### config.mk
export PLATFORM = sky130hd
export DESIGN_NAME = pci_cfg_xlate
export DESIGN_NICKNAME = d
export VERILOG_FILES = /design/src/rtl/pcx_pkg.sv /design/src/rtl/pcx_decode.sv /design/src/rtl/pcx_swap.sv /design/src/rtl/pcx_csr.sv /design/src/rtl/pci_cfg_xlate.sv
export SDC_FILE = /design/constraint.sdc
export NUM_CORES = 1
export LEC_CHECK = 0
export CAP_MARGIN = 20
export CORE_ASPECT_RATIO = 1.2
export CORE_UTILIZATION = 37
export CTS_CLUSTER_SIZE = 25
export DETAILED_ROUTE_END_ITERATION = 12
export GPL_TIMING_DRIVEN = 0
export PLACE_DENSITY = 0.9
export SLEW_MARGIN = 15
export SYNTH_ARGS = -nofsm -noshare
export SYNTH_HDL_FRONTEND = slang
export SYNTH_SLANG_ARGS = --single-unit
### constraint.sdc
create_clock -name clk -period 2.2 [get_ports clk]
set_input_delay 0.55 -clock clk [delete_from_list [all_inputs] [get_ports clk]]
set_output_delay 0.55 -clock clk [all_outputs]
set_load 0.05 [all_outputs]
### src/rtl/pcx_pkg.sv
package pcx_pkg;
  typedef enum logic [0:0] {ST_IDLE = 1'b0, ST_WAIT = 1'b1} pcx_state_t;

  localparam int CSR_W      = 32;
  localparam int BUS_W      = 4;
  localparam int BUS_LSB    = 23;
  localparam int TMO_BIT    = 8;
  localparam int HOST_BIT   = 13;
  localparam int DEV_W      = 5;
  localparam int FUNC_W     = 3;
  localparam int REG_W      = 6;
  localparam int OFF_W      = 16;
endpackage

### src/rtl/pcx_decode.sv
module pcx_decode
  import pcx_pkg::*;
#(
  parameter int IDSEL_W = 16
) (
  input  logic [BUS_W-1:0]   bus_i,
  input  logic [OFF_W-1:0]   off_i,
  output logic [DEV_W-1:0]   dev_o,
  output logic [FUNC_W-1:0]  func_o,
  output logic [REG_W-1:0]   reg_o,
  output logic               type1_o,
  output logic               in_range_o,
  output logic [IDSEL_W-1:0] idsel_o
);
  assign dev_o      = off_i[15:11];
  assign func_o     = off_i[10:8];
  assign reg_o      = off_i[7:2];
  assign type1_o    = (bus_i != '0);
  assign in_range_o = (int'(dev_o) < IDSEL_W);

  // one IDSEL line per supported slot, only driven for type 0 cycles
  for (genvar i = 0; i < IDSEL_W; i++) begin : g_idsel
    assign idsel_o[i] = !type1_o && (int'(dev_o) == i);
  end
endmodule

### src/rtl/pcx_swap.sv
module pcx_swap #(
  parameter int BYTES = 4
) (
  input  logic [8*BYTES-1:0] d_i,
  output logic [8*BYTES-1:0] d_o
);
  for (genvar b = 0; b < BYTES; b++) begin : g_lane
    assign d_o[8*b +: 8] = d_i[8*(BYTES-1-b) +: 8];
  end
endmodule

### src/rtl/pcx_csr.sv
module pcx_csr
  import pcx_pkg::*;
(
  input  logic             clk,
  input  logic             rst,
  input  logic             we,
  input  logic [CSR_W-1:0] wdata,
  input  logic             host_slot,
  input  logic             set_tmo,
  output logic [CSR_W-1:0] rdata,
  output logic [BUS_W-1:0] bus_sel,
  output logic             tmo_flag
);
  always_ff @(posedge clk) begin
    if (rst) begin
      bus_sel  <= '0;
      tmo_flag <= 1'b0;
    end else begin
      if (we) bus_sel <= wdata[BUS_LSB +: BUS_W];
      if (set_tmo)                 tmo_flag <= 1'b1;
      else if (we && wdata[TMO_BIT]) tmo_flag <= 1'b0;
    end
  end

  always_comb begin
    rdata = '0;
    rdata[BUS_LSB +: BUS_W] = bus_sel;
    rdata[HOST_BIT]         = host_slot;
    rdata[TMO_BIT]          = tmo_flag;
  end

  a_r10_flag_sticky: assert property (@(posedge clk) disable iff (rst)
    tmo_flag && !(we && wdata[TMO_BIT]) |=> tmo_flag);
  a_r10_set_wins: assert property (@(posedge clk) disable iff (rst)
    set_tmo |=> tmo_flag);
  a_r2_bus_write: assert property (@(posedge clk) disable iff (rst)
    we |=> bus_sel == $past(wdata[BUS_LSB +: BUS_W]));
endmodule

### src/rtl/pci_cfg_xlate.sv
module pci_cfg_xlate
  import pcx_pkg::*;
#(
  parameter int DATA_W     = 32,
  parameter int IDSEL_W    = 16,
  parameter int TMO_CYCLES = 16
) (
  input  logic               clk,
  input  logic               rst,
  input  logic               host_slot,
  input  logic               csr_we,
  input  logic [CSR_W-1:0]   csr_wdata,
  output logic [CSR_W-1:0]   csr_rdata,
  input  logic               win_valid,
  input  logic               win_write,
  input  logic [OFF_W-1:0]   win_addr,
  input  logic [DATA_W-1:0]  win_wdata,
  output logic               win_ready,
  output logic               win_done,
  output logic [DATA_W-1:0]  win_rdata,
  output logic               req_valid,
  output logic               req_write,
  output logic               req_type1,
  output logic [BUS_W-1:0]   req_bus,
  output logic [DEV_W-1:0]   req_dev,
  output logic [FUNC_W-1:0]  req_func,
  output logic [REG_W-1:0]   req_reg,
  output logic [IDSEL_W-1:0] req_idsel,
  output logic [DATA_W-1:0]  req_wdata,
  input  logic               rsp_valid,
  input  logic               rsp_abort,
  input  logic [DATA_W-1:0]  rsp_rdata
);
  localparam int CNT_W = $clog2(TMO_CYCLES + 1);
  localparam logic [CNT_W-1:0] CNT_LAST = CNT_W'(TMO_CYCLES - 1);

  pcx_state_t          state;
  logic [CNT_W-1:0]    cnt;
  logic [BUS_W-1:0]    bus_sel;
  logic                tmo_flag;
  logic                set_tmo;
  logic                finish;
  logic                abort_now;

  logic [DEV_W-1:0]    d_dev;
  logic [FUNC_W-1:0]   d_func;
  logic [REG_W-1:0]    d_reg;
  logic                d_type1;
  logic                d_in_range;
  logic [IDSEL_W-1:0]  d_idsel;
  logic [DATA_W-1:0]   wdata_sw;
  logic [DATA_W-1:0]   rdata_sw;

  pcx_csr u_csr (
    .clk      (clk),
    .rst      (rst),
    .we       (csr_we),
    .wdata    (csr_wdata),
    .host_slot(host_slot),
    .set_tmo  (set_tmo),
    .rdata    (csr_rdata),
    .bus_sel  (bus_sel),
    .tmo_flag (tmo_flag)
  );

  pcx_decode #(.IDSEL_W(IDSEL_W)) u_dec (
    .bus_i     (bus_sel),
    .off_i     (win_addr),
    .dev_o     (d_dev),
    .func_o    (d_func),
    .reg_o     (d_reg),
    .type1_o   (d_type1),
    .in_range_o(d_in_range),
    .idsel_o   (d_idsel)
  );

  pcx_swap #(.BYTES(DATA_W/8)) u_swap_wr (.d_i(win_wdata), .d_o(wdata_sw));
  pcx_swap #(.BYTES(DATA_W/8)) u_swap_rd (.d_i(rsp_rdata), .d_o(rdata_sw));

  assign finish    = (state == ST_WAIT) && (rsp_valid || cnt == CNT_LAST);
  assign abort_now = rsp_valid ? rsp_abort : 1'b1;
  assign set_tmo   = finish && abort_now;
  assign win_ready = (state == ST_IDLE);

  always_ff @(posedge clk) begin
    if (rst) begin
      state     <= ST_IDLE;
      cnt       <= '0;
      win_done  <= 1'b0;
      win_rdata <= '0;
      req_valid <= 1'b0;
      req_write <= 1'b0;
      req_type1 <= 1'b0;
      req_bus   <= '0;
      req_dev   <= '0;
      req_func  <= '0;
      req_reg   <= '0;
      req_idsel <= '0;
      req_wdata <= '0;
    end else begin
      win_done <= 1'b0;
      unique case (state)
        ST_IDLE: begin
          if (win_valid) begin
            if (!d_in_range) begin
              win_done  <= 1'b1;
              win_rdata <= '1;
            end else begin
              state     <= ST_WAIT;
              cnt       <= '0;
              req_valid <= 1'b1;
              req_write <= win_write;
              req_type1 <= d_type1;
              req_bus   <= bus_sel;
              req_dev   <= d_dev;
              req_func  <= d_func;
              req_reg   <= d_reg;
              req_idsel <= d_idsel;
              req_wdata <= wdata_sw;
            end
          end
        end
        ST_WAIT: begin
          if (finish) begin
            state     <= ST_IDLE;
            req_valid <= 1'b0;
            win_done  <= 1'b1;
            win_rdata <= abort_now ? '1 : rdata_sw;
          end else begin
            cnt <= cnt + 1'b1;
          end
        end
        default: state <= ST_IDLE;
      endcase
    end
  end

  a_r4_idsel_onehot: assert property (@(posedge clk) disable iff (rst)
    req_valid && !req_type1 |-> $countones(req_idsel) == 1);
  a_r5_type1_no_idsel: assert property (@(posedge clk) disable iff (rst)
    req_valid && req_type1 |-> req_idsel == '0 && req_bus != '0);
  a_r11_busy_not_ready: assert property (@(posedge clk) disable iff (rst)
    req_valid |-> !win_ready);
  a_r11_fields_stable: assert property (@(posedge clk) disable iff (rst)
    req_valid && $past(req_valid) |-> $stable(req_bus) && $stable(req_dev) && $stable(req_reg));
  a_r6_no_cycle_out_of_range: assert property (@(posedge clk) disable iff (rst)
    win_valid && win_ready && !d_in_range |=> !req_valid && win_done);
  a_r8_abort_sets_flag: assert property (@(posedge clk) disable iff (rst)
    req_valid && rsp_valid && rsp_abort |=> tmo_flag && win_done);
  a_r9_cnt_bound: assert property (@(posedge clk) disable iff (rst)
    state == ST_WAIT |-> cnt < CNT_W'(TMO_CYCLES));
endmodule

==> flow_summary.toml, run 1 <==
[detailed_routing]
drt.antenna.violating_nets = 0
vias = 4051
detail_route.wl_per_cell_um = 15.0
drc = 0
totalWireLength_mm = 12.3
drt_iter0_drc = 128
first_pass_iters = 4
viasPerCell = 4.91

[placement]
dp_hpwl_mm = 9.41
numPortBuffers = 196
place_congestion = 0.804
postPlaceCellArea_mm2 = 0.00641
preCtsSetupSlack_ps = -407

[clock_network]
clockBufferDepth = 2
cts_tree = "done"
clk_latency_ps = 400
numCtsBuffers = 17
cts-root-buf = "clkbuf_16"
cts_sinks = 113
cts_max_level = 4
cts.reportedPaths.clkPinSlew_ps = 50

[sta]
fin_crit_sh = 0.974
min_period_ps = 2140
rsz0062_at_grt = "true"
report.final.slew_viol_count = 0
worst_pin_slew_ps = 558
fin_tns_setup_ps = 0
setup_ws_ps = 57.4
slew_headroom = 0.627
setup_viol = 0
hold_viol = 0
fmax_mhz = 467
skew_ps = 7.76

[setup_path]
cpPeakStageDelay_ps = 830
cp_slowest_cell = "clkdlybuf4s50_1"
regToRegSetupSlack_ps = 60
worst-setup-path-type = "register to output pin"
r2r_start = "cnt[0]"
r2r_cells = 7
reg2reg_to = "cnt[2]"
startpoint_type = "register"
path_buf_inv = 1
worstPathArrival_ps = 1590
crit_chain = "clkdlybuf4s50_1"
crit_fanout = 4
end_kind = "output pin"
cpLargestDelayFamily = "buffers and inverters"
cp.required_ps = 1650

[final_layout]
final_cell_mix = "clkdlybuf4s50_1 (191), dfxtp_1 (113), nand2_1 (102), a21oi_1 (54), o221a_2 (32)"
drive_gt1_frac = 0.162
stdcell_area_mm2 = 0.00710
syn2layout_area_growth_pct = 69.5
diodes = 0
final_common_cell = "clkdlybuf4s50_1"
largest_registers = "req_wdata: 32 flops, win_rdata: 32 flops, req_idsel: 16 flops"
nNetsFinal = 802

[logic_synthesis]
yosys_most_used_dff = "dfxtp_1"
synthCells = 440
synthArstFlopShare = 0
synth-seq-cells = 113
ys_seq_area_frac = 0.540
synth-edff-count = 0
avgSynthCellArea_um2 = 9.53
netlist_area_mm2 = 0.00419
ys_warn_count = 0
ys_types = 38

[worst_hold_path]
hold_path_depth = 2
min_to = "req_wdata[30]"
hp-class = "register to register"
hp-start = "req_wdata[30]"

[global_routing]
grt_first_pass_wirelength_mm = 19.7
grt.overflow.total = 0
grt_max_degree = 17
grt_pass1_vias = 4096
grt_usage = 0.213
antenna_found_initial = 0

[power_and_ir_drop]
p_leak_uw = 0.00282
ir_drop_mv = 0.616
power_density_mw_per_mm2 = 905

[die]
dieArea_mm2 = 0.0118
rows = 42
fp.coreArea_mm2 = 0.0110
die_w_um = 99.2
initial_core_util = 0.380
fp.dieH_um = 119
ioPinCount = 255

[status]
outcome = "completed"

[job]
drv_cap = 0
==> layer usage <==
metal	vias to the layer above	global-route usage	wire length, um
li1	1964	-	-
met1	1895	0.230	4870
met2	176	0.378	6260
met3	16	0.0816	1030
met4	0	0.0680	190
met5	-	0	0
==> how the worst max path moves through the flow <==
stage | start | to | slack, ps | cells after the start
2_1_floorplan | cnt[0] | cnt[2] | 190 | 7
3_3_place_gp | rst | req_bus[0] | -350 | 5
3_5_place_dp | win_valid | req_idsel[6] | -410 | 5
4_1_cts | u_csr.tmo_flag | csr_rdata[8] | 9 | 2
5_1_grt | cnt[0] | cnt[2] | -10 | 7
6_report | u_csr.bus_sel[2] | csr_rdata[25] | 60 | 1
==> synthesized netlist by cell type (2+ instances only) <==
master	instances	area, um2
ha_1	2	25.0
nand2b_1	2	12.5
clkbuf_1	24	90.1
o2bb2ai_1	4	35.0
a41o_1	2	20.0
dfxtp_1	113	2260
nor3b_1	2	15.0
or3_1	4	25.0
nor2_1	12	45.0
mux2i_1	4	40.0
buf_1	4	15.0
o21ai_0	5	25.0
nand2_1	102	383
nor4_2	3	37.5
nor3_1	2	10.0
a21oi_1	54	270
o221a_2	32	360
buf_2	4	20.0
a22o_1	12	105
nand3b_1	2	15.0
inv_1	4	15.0
or3b_2	3	26.3
and3_1	2	12.5
buf_4	28	210
==> report_power, final <==
group	internal [uW]	switching (uW)	total (uW)
sequential	2160	59.6	2220
clock	2150	903	3060
combinational	446	709	1150
total	4750	1670	6430
==> metrics by stage <==
| step | util | power, uW | hold slack, ps | instances |
|---|---|---|---|---|
| 6_report | 0.644 | 6430 | 456 | 825 |
| 2_1_floorplan | - | 2970 | 452 | 465 |
| 3_5_place_dp | 0.581 | 3410 | 448 | 793 |
| 3_3_place_gp | 0.581 | 3380 | 441 | 793 |
| 4_1_cts | 0.642 | 6480 | 456 | 825 |
| 5_1_grt | 0.644 | 6640 | 472 | 825 |
==> final cells by class <==
class	instances	area [um2]
fillers	851	3930
flip-flops and latches	113	2260
repair buffers	196	1970
multi-input cells	286	1670
clock buffers	22	494
plain buffers	62	355
clock inverters	10	178
well taps	132	165
inverters	4	15.0
==> logic make-up after synthesis <==
kind of cell / synth area share
simple gates: 0.156
flops: 0.540
compound gates: 0.198
buf+inv: 0.0875
mux: 0.0122
fa+ha+maj: 0.00597
other cells: 0.000895
==> what timing repair did <==
| item | in CTS | in global routing |
|---|---|---|
| gates cloned | 0 | 0 |
| buffers inserted | 0 | 0 |
| hold buffers | 0 | 0 |
| endpoints found under the setup margin | 32 | 62 |
| resized for setup | 3 | 12 |
(Power assumes the default switching activity.)
==> run 2, diff against run 1 <==
--- a/config.mk
+++ b/config.mk
@@ -12,7 +12,7 @@
 export DETAILED_ROUTE_END_ITERATION = 12
 export GPL_TIMING_DRIVEN = 0
 export PLACE_DENSITY = 0.9
-export SLEW_MARGIN = 15
+export SLEW_MARGIN = 10
 export SYNTH_ARGS = -nofsm -noshare
 export SYNTH_HDL_FRONTEND = slang
 export SYNTH_SLANG_ARGS = --single-unit
==> results of run 2 <==
Same layout as run 1: the final DEF is identical, and so are final timing and power.
==> run 3, diff against run 2 <==
--- a/config.mk
+++ b/config.mk
@@ -11,6 +11,7 @@
 export CTS_CLUSTER_SIZE = 25
 export DETAILED_ROUTE_END_ITERATION = 12
 export GPL_TIMING_DRIVEN = 0
+export MAX_ROUTING_LAYER = met4
 export PLACE_DENSITY = 0.9
 export SLEW_MARGIN = 10
 export SYNTH_ARGS = -nofsm -noshare
==> run 3 against run 2 <==
Against the previous run:
- combinational power about the same
- fmax about the same
- via count hardly changed
- die area unchanged
- highest routed layer unchanged
- count of clock-buffer cells in the layout unchanged
- clock skew down 1.1 ps
==> flow_summary.toml, run 3 (same netlist as run 1, synthesis figures left out) <==
[status]
outcome = "completed"

[final_layout]
stdcell_area_mm2 = 0.00710
nNetsFinal = 802
final_common_cell = "clkdlybuf4s50_1"
drive_gt1_frac = 0.162
diodes = 0
syn2layout_area_growth_pct = 69.5
final_cell_mix = "clkdlybuf4s50_1 (191), dfxtp_1 (113), nand2_1 (102), a21oi_1 (54), o221a_2 (32)"
largest_registers = "req_wdata: 32 flops, win_rdata: 32 flops, req_idsel: 16 flops"

[sta]
slew_headroom = 0.627
skew_ps = 6.69
report.final.slew_viol_count = 0
rsz0062_at_grt = "true"
hold_ws_ps = 456
hold_viol = 0
setup_viol = 0
fin_crit_sh = 0.974
fin_tns_setup_ps = 0
fmax_mhz = 467
worst_pin_slew_ps = 558
min_period_ps = 2140

[setup_path]
end_kind = "register"
worstPathArrival_ps = 2470
worst-setup-path-type = "register to register"
cp.required_ps = 2530
crit_fanout = 10
startpoint_type = "register"

[clock_network]
cts_tree = "done"
numCtsBuffers = 17
postCtsSetupRepairBufs = 0
clockBufferDepth = 2
clk_latency_ps = 400
cts.reportedPaths.clkPinSlew_ps = 50
cts-root-buf = "clkbuf_16"
cts_max_level = 4
cts_sinks = 113

[die]
rows = 42
fp.coreArea_mm2 = 0.0110
ioPinCount = 255
fp.dieH_um = 119
die_w_um = 99.2
initial_core_util = 0.380
dieArea_mm2 = 0.0118

[job]
drv_cap = 0

[detailed_routing]
wl_met2_mm = 6.29
wl_met3_um = 944
first_pass_iters = 4
drt_iter0_drc = 136
totalWireLength_mm = 12.3
vias = 4055
wl_met1_mm = 4.90
detail_route.wl_per_cell_um = 14.9
viasPerCell = 4.92
drt.antenna.violating_nets = 0
drc = 0
routed.top_layer = "met4"

[global_routing]
grt_max_degree = 17
grt.overflow.total = 0
antenna_found_initial = 0
grt_usage = 0.218
grt_pass1_vias = 4087
grt_first_pass_wirelength_mm = 19.7

[placement]
postPlaceCellArea_mm2 = 0.00641
numPortBuffers = 196
dp_hpwl_mm = 9.41
place_congestion = 0.815

[power_and_ir_drop]
ir_drop_mv = 0.615
p_leak_uw = 0.00282
power_density_mw_per_mm2 = 904

[worst_hold_path]
hp-class = "register to register"
run 3: cell counts in the layout (fill, tap and decap cells not counted):
No cell type changed its count.
run 3: worst max-delay path, cell delays in order (launching register included):
cell and delay, ps:
dfxtp_1 330, ha_1 220, and3_1 180, ha_1 210, or3b_2 490, buf_2 190, or3_1 320, a21oi_1 140
run 3: report_power, final:
group / internal [uW] / switching, uW / leakage (uW)
sequential: 2160 / 59.7 / 0.000925
combinational: 446 / 708 / 0.00157
clock: 2150 / 902 / 0.000332
run 3: through the flow:
step	utilization	power [uW]	std cells	setup slack (ps)
finish	0.644	6420	825	57.1
CTS	0.642	6480	825	8.68
detailed placement	0.581	3410	793	-407
floorplan	-	2970	465	186
global placement	0.581	3380	793	-349
global route	0.644	6640	825	-10.3
run 3: worst paths after layout:
path                               startpoint             to  slack, ps  cells after the start
worst max-delay path                   cnt[0]         cnt[2]         60                      7
worst min-delay path            req_wdata[15]  req_wdata[15]        460                      2
worst max register to register         cnt[0]         cnt[2]         60                      7
worst min register to register  req_wdata[15]  req_wdata[15]        460                      2
run 3: repair_timing:
item,CTS,global route
setup endpoints to repair,32,62
gates resized for setup,3,12
hold buffers,0,0
run 3: routing by layer:
layer | GRT usage | vias up
met5 | - | -
met4 | 0.0680 | 0
met3 | 0.0716 | 16
met2 | 0.378 | 176
met1 | 0.236 | 1901
li1 | - | 1962
run 3: final cells by class:
cell class,instances,area [um2]
Fill cell,851,3930
Sequential cell,113,2260
Timing Repair Buffer,196,1970
Multi-Input combinational cell,286,1670
Clock buffer,22,494
Buffer,62,355
Clock inverter,10,178
Tap cell,132,165
Inverter,4,15.0
